==> config.mk <==
export PLATFORM = sky130hd
export DESIGN_NAME = mdrop_addr_filter
export DESIGN_NICKNAME = d
export VERILOG_FILES = /design/src/rtl/mdrop_filter_pkg.sv /design/src/rtl/mdrop_filter_ctrl.sv /design/src/rtl/mdrop_filter_dp.sv /design/src/rtl/mdrop_addr_filter.sv
export SDC_FILE = /design/constraint.sdc
export NUM_CORES = 1
export LEC_CHECK = 0
export ABC_AREA = 1
export BUFFER_PORTS_ARGS = -buffer_cell sky130_fd_sc_hd__buf_2
export CORE_MARGIN = 3
export CORE_UTILIZATION = 40
export DETAILED_ROUTE_END_ITERATION = 7
export PLACE_DENSITY = 0.76
export SYNTH_ARGS = -nofsm -noshare
export SYNTH_HDL_FRONTEND = slang
export SYNTH_SLANG_ARGS = --single-unit
==> constraint.sdc <==
create_clock -name clk -period 1.64 [get_ports clk]
set_clock_uncertainty 0.15 [all_clocks]
set_input_delay 0.082 -clock clk [delete_from_list [all_inputs] [get_ports clk]]
set_output_delay 0.082 -clock clk [all_outputs]
set_load 0.02 [all_outputs]
==> src/rtl/mdrop_filter_pkg.sv <==
package mdrop_filter_pkg;
  // Strobes from control to datapath for one accepted character.
  typedef struct packed {
    logic fwd;     // forward this character
    logic isAddr;  // forwarded character is an address
    logic setIrq;  // raise the match status
  } ctrlStrobe_t;
endpackage

==> src/rtl/mdrop_filter_ctrl.sv <==
module mdrop_filter_ctrl
  import mdrop_filter_pkg::*;
#(
  parameter int DATA_W = 8
) (
  input  logic              clk,
  input  logic              rstN,
  input  logic              rxValid,
  input  logic [DATA_W:0]   rxChar,
  input  logic              rxFrameErr,
  input  logic              nineBitEn,
  input  logic [DATA_W-1:0] nodeAddr,
  input  logic [DATA_W-1:0] addrMask,
  output ctrlStrobe_t       strobe,
  output logic              frameOpen
);
  localparam int FLAG_BIT = DATA_W;

  logic [DATA_W-1:0] bitOk;
  logic              addrHit;
  logic              goodChar;
  logic              isAddrChar;
  logic              frameNext;

  // Per-bit masked compare
  genvar gi;
  generate
    for (gi = 0; gi < DATA_W; gi++) begin : g_cmp
      assign bitOk[gi] = ~addrMask[gi] | (rxChar[gi] ~^ nodeAddr[gi]);
    end
  endgenerate

  assign addrHit    = &bitOk;
  assign goodChar   = rxValid & ~rxFrameErr;
  assign isAddrChar = rxChar[FLAG_BIT];

  always_comb begin
    strobe    = '0;
    frameNext = frameOpen;
    if (!nineBitEn) begin
      strobe.fwd = goodChar;
      frameNext  = 1'b0;
    end else if (goodChar && isAddrChar) begin
      strobe.fwd    = addrHit;
      strobe.isAddr = addrHit;
      strobe.setIrq = addrHit;
      frameNext     = addrHit;
    end else if (goodChar) begin
      strobe.fwd = frameOpen;
    end
  end

  always_ff @(posedge clk or negedge rstN) begin
    if (!rstN) frameOpen <= 1'b0;
    else       frameOpen <= frameNext;
  end
endmodule

==> src/rtl/mdrop_filter_dp.sv <==
module mdrop_filter_dp
  import mdrop_filter_pkg::*;
#(
  parameter int DATA_W = 8
) (
  input  logic              clk,
  input  logic              rstN,
  input  logic [DATA_W:0]   rxChar,
  input  ctrlStrobe_t       strobe,
  input  logic              irqEn,
  input  logic              irqClr,
  output logic              outValid,
  output logic [DATA_W-1:0] outData,
  output logic              outIsAddr,
  output logic              irqStatus,
  output logic              irq
);
  always_ff @(posedge clk or negedge rstN) begin
    if (!rstN) begin
      outValid  <= 1'b0;
      outData   <= '0;
      outIsAddr <= 1'b0;
    end else begin
      outValid  <= strobe.fwd;
      outIsAddr <= strobe.fwd & strobe.isAddr;
      if (strobe.fwd) outData <= rxChar[DATA_W-1:0];
    end
  end

  // Set has priority over the clear strobe
  always_ff @(posedge clk or negedge rstN) begin
    if (!rstN)              irqStatus <= 1'b0;
    else if (strobe.setIrq) irqStatus <= 1'b1;
    else if (irqClr)        irqStatus <= 1'b0;
  end

  assign irq = irqStatus & irqEn;
endmodule

==> src/rtl/mdrop_addr_filter.sv <==
module mdrop_addr_filter
  import mdrop_filter_pkg::*;
#(
  parameter int DATA_W = 8
) (
  input  logic              clk,
  input  logic              rstN,
  input  logic              rxValid,
  input  logic [DATA_W:0]   rxChar,
  input  logic              rxFrameErr,
  input  logic              nineBitEn,
  input  logic [DATA_W-1:0] nodeAddr,
  input  logic [DATA_W-1:0] addrMask,
  input  logic              irqEn,
  input  logic              irqClr,
  output logic              outValid,
  output logic [DATA_W-1:0] outData,
  output logic              outIsAddr,
  output logic              frameOpen,
  output logic              irqStatus,
  output logic              irq
);
  ctrlStrobe_t strobe;

  mdrop_filter_ctrl #(.DATA_W(DATA_W)) u_ctrl (
    .clk(clk), .rstN(rstN), .rxValid(rxValid), .rxChar(rxChar),
    .rxFrameErr(rxFrameErr), .nineBitEn(nineBitEn), .nodeAddr(nodeAddr),
    .addrMask(addrMask), .strobe(strobe), .frameOpen(frameOpen)
  );

  mdrop_filter_dp #(.DATA_W(DATA_W)) u_dp (
    .clk(clk), .rstN(rstN), .rxChar(rxChar), .strobe(strobe),
    .irqEn(irqEn), .irqClr(irqClr), .outValid(outValid), .outData(outData),
    .outIsAddr(outIsAddr), .irqStatus(irqStatus), .irq(irq)
  );
endmodule

**Word level (Yosys, flattened, before mapping)**

Cells that the tools add are included.

- Flip-flop bits (word level): 12
- Input port bits: 32
- Output and inout bits: 13

- Equal/unequal tests: 1
- Multiplexer cells: 9
- Bitwise operators: 28
- Reduce and logical (&&, ||, !) cells: 3

Operators with widths:

| kind | count |
|---|---|
| $not A1 Y1 | 9 |
| $or A1 B1 Y1 | 8 |
| $reduce_and A8 Y1 | 1 |
| $xnor A1 B1 Y1 | 8 |
| $mux W1 | 7 |
| $mux W2 | 2 |
| $and A1 B1 Y1 | 3 |
| $ne A2 B1 Y1 const B | 1 |
| $reduce_bool A2 Y1 | 1 |
| $logic_and A1 B1 Y1 | 1 |

**Logic depth before layout (Yosys ltp)**

Gate-level depths: netlist of run 1.

- Depth after elaboration: 6
- Depth in mapped cells: 9
- Mapped depth without buffers: 9

**Hierarchy**

A second synthesis of run 1 with hierarchy kept.

- Cell total of the unflattened synthesis: 101
- Area, all modules: 680.7 µm²

Modules (own cells, without submodules):

| module | times used | cells each | area each (µm²) | seq. area each (µm²) |
|---|---|---|---|---|
| mdrop_filter_dp | 1 | 45 | 410.4 | 275.3 |
| mdrop_filter_ctrl | 1 | 56 | 270.3 | 25.0 |

**Worst setup path after synthesis of run 1**

Ideal clock, no wire load.

- Path type: register to register
- Start point: register u_ctrl.frameOpen
- End point: register u_dp.outData[0]
- Arrival time: 1.099 ns
- Data required time: 1.425 ns
- Slack: 0.326 ns
- Cell stages (with the launch flop): 7
- Buffers on the path: 0
- Clock period less this slack: 1.314 ns
- Cells stage by stage: dfrtp_1 > inv_1 > o21ai_0 > nand3_2 > nand2_4 > nand2_1 > nand2_1

RTL lines:

| what | line | source |
|---|---|---|
| from (decl) | mdrop_filter_ctrl.sv:15 | `output logic frameOpen` |
| from (signal assigned) | mdrop_filter_ctrl.sv:55 | `else frameOpen <= frameNext;` |
| to (signal assigned) | mdrop_filter_dp.sv:26 | `if (strobe.fwd) outData <= rxChar[DATA_W-1:0];` |
| to (decl) | mdrop_filter_dp.sv:13 | `output logic [DATA_W-1:0] outData,` |

==> results.cfg, run 1 <==
[outcome]
status = finished, final reports clean

[setup_path]
cp_common_cell = nand2_1
worst-path-buf-inv = 3
crit_path_end_kind = flop
max_stage_delay_ns = 0.53
crit_family = simple AND/OR/NAND/NOR gates
start_kind = primary input
required_ns = 1.70
crit_path_top_delay_cell = dlygate4sd3_1
crit_fanout = 12
crit_arrival_ns = 1.57
cp_cell_sequence = dlygate4sd3_1 -> buf_2 -> or2_1 -> nand3_1 -> nand2_1 -> inv_2 -> nand3_4 -> nand2_8 -> nand2_1 -> nand2_1
crit_type = primary input to flop

[route]
first_iter_violations = 4
wl_um = 1778
ant_nets = 0
drc = 0
avgViaCountPerCell = 4.485
routedWlPerCell_um = 10.52
first_pass_iters = 4
vias = 758

[cts]
cts.clk_slew.worst_paths_ns = 0.08
cts_tree = yes
clockBufferDepth = 2
worstSkewPairLatency_ns = 0.27
cts_buffers = 3
h-tree-depth = 1
root_buffer = clkbuf_4
clkSinkCount = 12

[timing]
worst_pin_slew_ns = 0.2716
worst_slack_ns = 0.1303
rsz0062_at_grt = no
worst_hold_slack_ns = 0.01316
drv_slew = 0
fmax_mhz = 662.4
final-setup-viol-count = 0
post-route-period-util = 0.9205
slew_headroom = 0.8187
finalHoldViolations = 0
setup-tns-final_ns = 0
period_needed_ns = 1.510

[global_routing]
grt_overflow_total = 0
grtUsageTotal = 0.1676
grt_max_degree = 13
grt_pass1_vias = 670
antenna_found_initial = 0
grt_pass1_wl_um = 2691

[finish]
final_cells = 169
post-route-util = 0.6865
final_common_cell = buf_2
n_antenna_cell = 0
fin_nets = 186
areaGrowthSynthToFinish_pct = 55.02
drive_above_1_share = 0.3856
layout_common_cells = buf_2 (44), nand2_1 (34), nand3_1 (16)

[logic_synthesis]
synth_nets = 127
syn_area_um2 = 698.2
ys_types = 15
yosysWarnings = 0
syn_inst = 95
avgSynthCellArea_um2 = 7.349
ys_seq_area_frac = 0.4301
ys_ff_latch = 12

[place]
hpwl_um = 1323
pre_cts_slack_ns = 0.3159
port_buffers = 44
dpl.cell_count = 154
gp_congestion = 0.7525

[floorplanning]
num_io_pins = 45
die-area_um2 = 2283
die_height_um = 47.78
start_util = 0.4429
rows = 14
die_w_um = 47.78
core-area_um2 = 1577

[power]
vdd_ir_drop_max_mv = 0.4204
power.leakage_nw = 0.6612
cellPowerDensity_nw_per_um2 = 756.1

[job]
drv_cap = 0

[hold_path]
hold_class = primary input to flop
layer usage:
| layer | vias to the layer above | GRT usage | share of wire | wire (um) |
|---|---|---|---|---|
| li1 | 405 | - | - | - |
| met1 | 313 | 0.1950 | 0.41 | 734 |
| met2 | 36 | 0.3034 | 0.49 | 872 |
| met5 | - | 0 | 0 | 0 |
| met3 | 4 | 0.03759 | 0.085 | 151 |
| met4 | 0 | 0.04839 | 0.011 | 19 |
cells in the mapped netlist:
cell,instances,area (um^2)
buf_6,1,11.26
nand2_2,2,12.51
nand3_2,2,20.02
nor2_1,2,7.510
nand3_1,16,80.08
o21ai_0,2,10.01
nor2_4,1,11.26
dfrtp_1,12,300.3
nand3_4,1,17.52
nand2_4,1,11.26
nand2_1,34,127.6
or2_1,2,12.51
nor2_2,2,12.51
inv_1,15,56.30
inv_2,2,7.510
metrics by stage:
step | cell area, um^2 | total power [mW]
2_1_floorplan | 698.2 | 0.4737
3_3_place_gp | 927.1 | 0.5676
3_5_place_dp | 927.1 | 0.5740
4_1_cts | 1074 | 0.8270
5_1_grt | 1082 | 0.8821
6_report | 1082 | 0.8184
worst min-delay path, cell delays in order:
cell	delay, ns
buf_2	0.10
nand3_2	0.08
nand3_1	0.08
nand2_1	0.05
where the power goes:
part	internal [mW]	switching [mW]	total [mW]
Clock	0.135	0.0964	0.231
Combinational	0.104	0.134	0.238
Sequential	0.331	0.0186	0.350
final cells by class:
cell class / count / area, um^2
clock buffer: 4 / 36.28
fill: 133 / 494.2
multi-input combinational: 65 / 331.6
sequential: 12 / 300.3
tap: 16 / 20.02
inverter: 17 / 63.81
timing repair buffer: 55 / 330.3
kinds of logic (layout without fill, tap and decap cells):
family,count (synthesis),in the layout,share of synthesized area
buffers and inverters,18,76,0.1075
flip-flops,12,12,0.4301
AO/OA/AOI/OAI,2,2,0.01434
AND/OR/NAND/NOR,63,63,0.4480
state kept, by name, summed over array words and instances, names as in the netlist:
register / flops
u_dp.outIsAddr: 1
u_ctrl.frameOpen: 1
u_dp.outValid: 1
u_dp.irqStatus: 1
u_dp.outData: 8
final timing paths:
path | slack (ns) | to | from | cells after the start
min in group asynchronous | 0.06 | u_dp.outData[6] | rstN | 2
max | 0.13 | u_dp.outData[7] | rxChar[3] | 10
max in group asynchronous | 1.07 | u_dp.outData[1] | rstN | 2
max reg2reg | 0.29 | u_dp.outData[7] | u_ctrl.frameOpen | 6
min reg2reg | 0.36 | u_dp.outData[6] | u_dp.outData[6] | 2
min | 0.01 | u_ctrl.frameOpen | rxChar[8] | 4
timing repair:
| action | in CTS | in global routing |
|---|---|---|
| resized for setup | 0 | 1 |
| setup buffers | 0 | 0 |
| setup endpoints to repair | 0 | 1 |
| hold endpoints to repair | 22 | 0 |
| hold buffers | 11 | 0 |
No activity file was read; power rests on OpenSTA's default activity.
==> inputs of run 2 (changes only) <==
Settings changed: PLACE_DENSITY 0.76 to 0.77, SYNTH_HIERARCHICAL set to 1.
==> results.cfg, run 2 <==
[floorplanning]
die_height_um = 47.25
core-area_um2 = 1559
num_io_pins = 45
start_util = 0.4366
rows = 14
die-area_um2 = 2233
die_w_um = 47.25

[logic_synthesis]
yosys-top-cells-area = dfrtp_1 (44%), nand2_1 (26%), inv_1 (9.9%)
ys_seq_area_frac = 0.4412
syn_area_um2 = 680.7
syn_inst = 101
ys_ff_latch = 12
yosysWarnings = 6
yosysMostFrequentCell = nand2_1
synthFlopType = dfrtp_1
yosys.area.top_type = dfrtp_1
synth_common_cells = nand2_1 (48), inv_1 (18), dfrtp_1 (12)
ys_types = 12
synth_edf_count = 0
netlist.area_leader.share = 0.4412
synth_nets = 133
avgSynthCellArea_um2 = 6.739
postSynth.asyncResetShare = 1.000

[route]
routedWlPerCell_um = 10.49
ant_nets = 0
met1Wirelength_um = 721
avgViaCountPerCell = 4.720
vias = 826
top_layer = met4
first_pass_iters = 4
wl_met2_um = 985
first_iter_violations = 9
met3_length_um = 115
wl_um = 1835
drc = 0

[setup_path]
crit_arrival_ns = 1.58
max_stage_delay_ns = 0.53
crit_type = primary input to flop
start_kind = primary input
crit_path_top_delay_cell = dlygate4sd3_1
worst-path-buf-inv = 4
cp_cell_sequence = dlygate4sd3_1 -> buf_2 -> or2_1 -> nand3_1 -> nand2_1 -> inv_2 -> nand3_4 -> nand2_4 -> buf_4 -> nand2_1 -> nand2_1
crit_path_end_kind = flop
crit_family = buffers and inverters
crit_fanout = 5
required_ns = 1.70
cp_common_cell = nand2_1

[power]
cellPowerDensity_nw_per_um2 = 753.0
seqPwrFrac = 0.425
fin_total_pwr_uw = 816.8
p_clk_frac = 0.284
power.leakage_nw = 0.6936
vdd_ir_drop_max_mv = 0.4389
p_comb_frac = 0.291
switching_power_uw = 250.6
swShare = 0.3068
p_int_uw = 566.2

[global_routing]
grt_max_degree = 13
grt_pass1_vias = 784
grt_overflow_total = 0
antenna_found_initial = 0
grt_pass1_wl_um = 2904
grtUsageTotal = 0.1804

[timing]
post-route-period-util = 0.9291
worst_pin_slew_ns = 0.2603
period_needed_ns = 1.524
finalHoldViolations = 0
fmax_mhz = 656.3
final-setup-viol-count = 0
slew_headroom = 0.8265
drv_slew = 0

[place]
gp_congestion = 0.7111
dpl_cell_area_um2 = 909.6
hpwl_um = 1387
port_buffers = 44

[cts]
cts.clk_slew.worst_paths_ns = 0.08
worstSkewPairLatency_ns = 0.27
clkSinkCount = 12
root_buffer = clkbuf_4
h-tree-depth = 1
cts_buffers = 3
cts_tree = yes
clockBufferDepth = 2

[finish]
layout_common_cells = nand2_1 (47), buf_2 (43), inv_1 (18)
regMostFlops = u_dp/outData
areaGrowthSynthToFinish_pct = 59.37
drive_above_1_share = 0.3522
num-fill-cells = 122
fin_nets = 192
n_antenna_cell = 0
final_common_cell = nand2_1
final_area_um2 = 1085
largest_reg_flops = 8

[job]
drv_cap = 0

[hold_path]
hold_class = primary input to asynchronous set/reset pin

[outcome]
status = finished, final reports clean
run 2: cells by family (layout without fill, tap and decap cells):
| kind of cell | Yosys count | in the layout | synth area share |
|---|---|---|---|
| buf+inv | 22 | 80 | 0.1379 |
| simple gates | 66 | 66 | 0.4136 |
| compound gates | 1 | 1 | 0.007346 |
| flops | 12 | 12 | 0.4412 |
run 2: power groups by stage:
stage | logic, mW | clock network, mW | registers (mW)
2_1_floorplan | 0.0664 | 0 | 0.399
3_5_place_dp | 0.211 | 0 | 0.353
4_1_cts | 0.232 | 0.240 | 0.347
5_1_grt | 0.264 | 0.249 | 0.350
6_report | 0.238 | 0.232 | 0.347
3_3_place_gp | 0.203 | 0 | 0.354
run 2: final timing paths:
check	startpoint	end	slack (ns)	depth (start not counted)
max in group asynchronous	rstN	u_dp/irqStatus	1.06	2
min reg2reg	u_dp/outData[3]	u_dp/outData[3]	0.32	2
max reg2reg	u_ctrl/frameOpen	u_dp/outData[4]	0.33	7
max	rxChar[3]	u_dp/outData[4]	0.12	11
min in group clk	rxValid	u_ctrl/frameOpen	0.07	4
min	rstN	u_dp/outData[6]	0.07	2
run 2: stage by stage:
step / hold slack [ns] / std cells / utilization / worst slack (ns) / setup TNS (ns)
5_1_grt: 0.08376 / 175 / 0.6958 / -0.001383 / -0.001383
3_3_place_gp: -0.1856 / 160 / 0.5835 / 0.2926 / 0
4_1_cts: 0.02756 / 175 / 0.6774 / 0.02294 / 0
3_5_place_dp: -0.1787 / 160 / 0.5835 / 0.2624 / 0
6_report: 0.06932 / 175 / 0.6958 / 0.1163 / 0
2_1_floorplan: -0.3636 / 101 / - / 0.3050 / 0
run 2: metal layers:
| metal | GRT usage | vias to the layer above |
|---|---|---|
| met1 | 0.1930 | 370 |
| li1 | - | 417 |
| met2 | 0.3449 | 37 |
| met4 | 0.08840 | 0 |
| met3 | 0.01533 | 2 |
| met5 | 0 | - |
run 2: final cells by class:
type / count / area, um^2 / share of cell area
tap: 16 / 20.02 / 0.01845
timing repair buffer: 56 / 344.1 / 0.3172
sequential: 12 / 300.3 / 0.2768
multi-input combinational: 67 / 306.5 / 0.2826
inverter: 20 / 77.57 / 0.07151
clock buffer: 4 / 36.28 / 0.03345
run 2: repair_timing:
item / CTS / global route
hold buffers: 11 / 0
gates resized for setup: 0 / 6
setup buffers: 0 / 1
endpoints found under the hold margin: 22 / 0
setup endpoints to repair: 0 / 10
==> inputs of run 3 (changes only) <==
Settings changed: CORE_UTILIZATION 40 to 42, CTS_BUF_LIST set to sky130_fd_sc_hd__clkbuf_2, PLACE_DENSITY 0.77 to 0.8.
==> results.cfg, run 3 (synthesized netlist as in run 2, its figures left out) <==
[outcome]
status = finished, final reports clean

[power]
switching_power_uw = 235.1
cellPowerDensity_nw_per_um2 = 686.6
p_comb_frac = 0.318
p_clk_frac = 0.194
swShare = 0.3290
p_int_uw = 479.6
vdd_ir_drop_max_mv = 0.5946
power.leakage_nw = 0.6815
seqPwrFrac = 0.489

[finish]
areaGrowthSynthToFinish_pct = 52.94
fin_nets = 192
n_antenna_cell = 0
register_area_um2 = 300.3
multi_input_area_um2 = 294.0
largest_reg_flops = 8
num-fill-cells = 121
final_common_cell = nand2_1
layout_common_cells = nand2_1 (47), buf_2 (44), inv_1 (18)
drive_above_1_share = 0.3481
final_cells = 173
regMostFlops = u_dp/outData

[hold_path]
hold_class = primary input to flop
worstHoldStart = rxValid
holdPathStages = 3

[cts]
worstSkewPairLatency_ns = 0.26
clkSinkCount = 12
root_buffer = clkbuf_2
clockBufferDepth = 2
h-tree-depth = 1
cts_setup_buffers = 0
cts_tree = yes
cts.clk_slew.worst_paths_ns = 0.10
cts_buffers = 3

[timing]
worst_pin_slew_ns = 0.2564
post-route-period-util = 0.9202
slew_headroom = 0.8290
final-setup-viol-count = 0
finalHoldViolations = 0
worst_hold_slack_ns = 0.02145
period_needed_ns = 1.509
rsz0062_at_grt = no
worst_slack_ns = 0.1308
fmax_mhz = 662.6
drv_slew = 0
setup-tns-final_ns = 0

[setup_path]
crit_fanout = 6
rr_startpoint = u_ctrl/frameOpen
crit_arrival_ns = 1.56
reg2reg_depth = 7
cp-endpoint = u_dp/outData[4]
crit_path_end_kind = flop
crit_type = primary input to flop
start_kind = primary input
ff2ff_setup_slack_ns = 0.29
startpoint = rxChar[2]
worstReg2RegEnd = u_dp/outData[4]
required_ns = 1.69

[route]
ant_nets = 0
routedWlPerCell_um = 9.607
wl_um = 1662
first_iter_violations = 9
vias = 772
drc = 0
avgViaCountPerCell = 4.462
first_pass_iters = 4

[place]
hpwl_um = 1285
gp_congestion = 0.7023
port_buffers = 44
dpl.cell_count = 159
pre_cts_slack_ns = 0.2620

[global_routing]
grt_max_degree = 13
antenna_found_initial = 0
grt_overflow_total = 0
grt_pass1_vias = 683
grt_pass1_wl_um = 2601
grtUsageTotal = 0.1736

[floorplanning]
start_util = 0.4810
die_w_um = 46.26
die-area_um2 = 2140
rows = 13
num_io_pins = 45
die_height_um = 46.26
core-area_um2 = 1415

[job]
drv_cap = 0
run 3: area by class of cell:
type,count,area share
Clock buffer,3,0.01442
Tap cell,15,0.01803
Sequential cell,12,0.2885
Timing Repair Buffer,56,0.3245
Inverter,20,0.07212
Multi-Input combinational cell,67,0.2825
run 3: layer usage:
layer  global-route usage  vias to the layer above  routed length, um
li1                     -                      412                  -
met1               0.1742                      327                591
met2               0.3242                       31                900
met3              0.08984                        2                159
met4              0.01705                        0                 10
met5                    0                        -                  0
run 3: through the flow:
| stage | util | cell area (um^2) | total power [mW] |
|---|---|---|---|
| 6_report | 0.7356 | 1041 | 0.7148 |
| 5_1_grt | 0.7356 | 1041 | 0.7625 |
| 4_1_cts | 0.7303 | 1033 | 0.7199 |
| 3_5_place_dp | 0.6419 | 908.4 | 0.5628 |
| 3_3_place_gp | 0.6419 | 908.4 | 0.5576 |
| 2_1_floorplan | - | 680.7 | 0.4655 |
run 3: critical path, stage by stage:
cell and delay, ns:
dlygate4sd3_1 0.53, buf_2 0.13, inv_1 0.05, nand2_1 0.04, nand3_1 0.06, nand2_1 0.07, nor2_2 0.12, nand3_2 0.11
nand2_4 0.11, buf_4 0.14, nand2_1 0.05, nand2_1 0.06
run 3: worst min-delay path by stage:
stage                       endpoint  slack, ns
floorplan           u_ctrl/frameOpen      -0.36
global placement     u_dp/outData[7]      -0.18
detailed placement   u_dp/outData[4]      -0.18
CTS                 u_ctrl/frameOpen      0.005
global route        u_ctrl/frameOpen     -0.005
finish                 u_dp/outValid       0.02
run 3: power by group through the flow:
stage	registers (mW)	logic, mW	clock network [mW]
6_report	0.349	0.227	0.139
5_1_grt	0.354	0.253	0.156
4_1_cts	0.350	0.228	0.143
3_5_place_dp	0.355	0.208	0
3_3_place_gp	0.354	0.203	0
2_1_floorplan	0.399	0.0664	0
run 3: repair_timing:
item	in CTS	in global routing
endpoints found under the hold margin	22	0
hold buffers	11	0
endpoints found under the setup margin	0	9
resized for setup	0	2
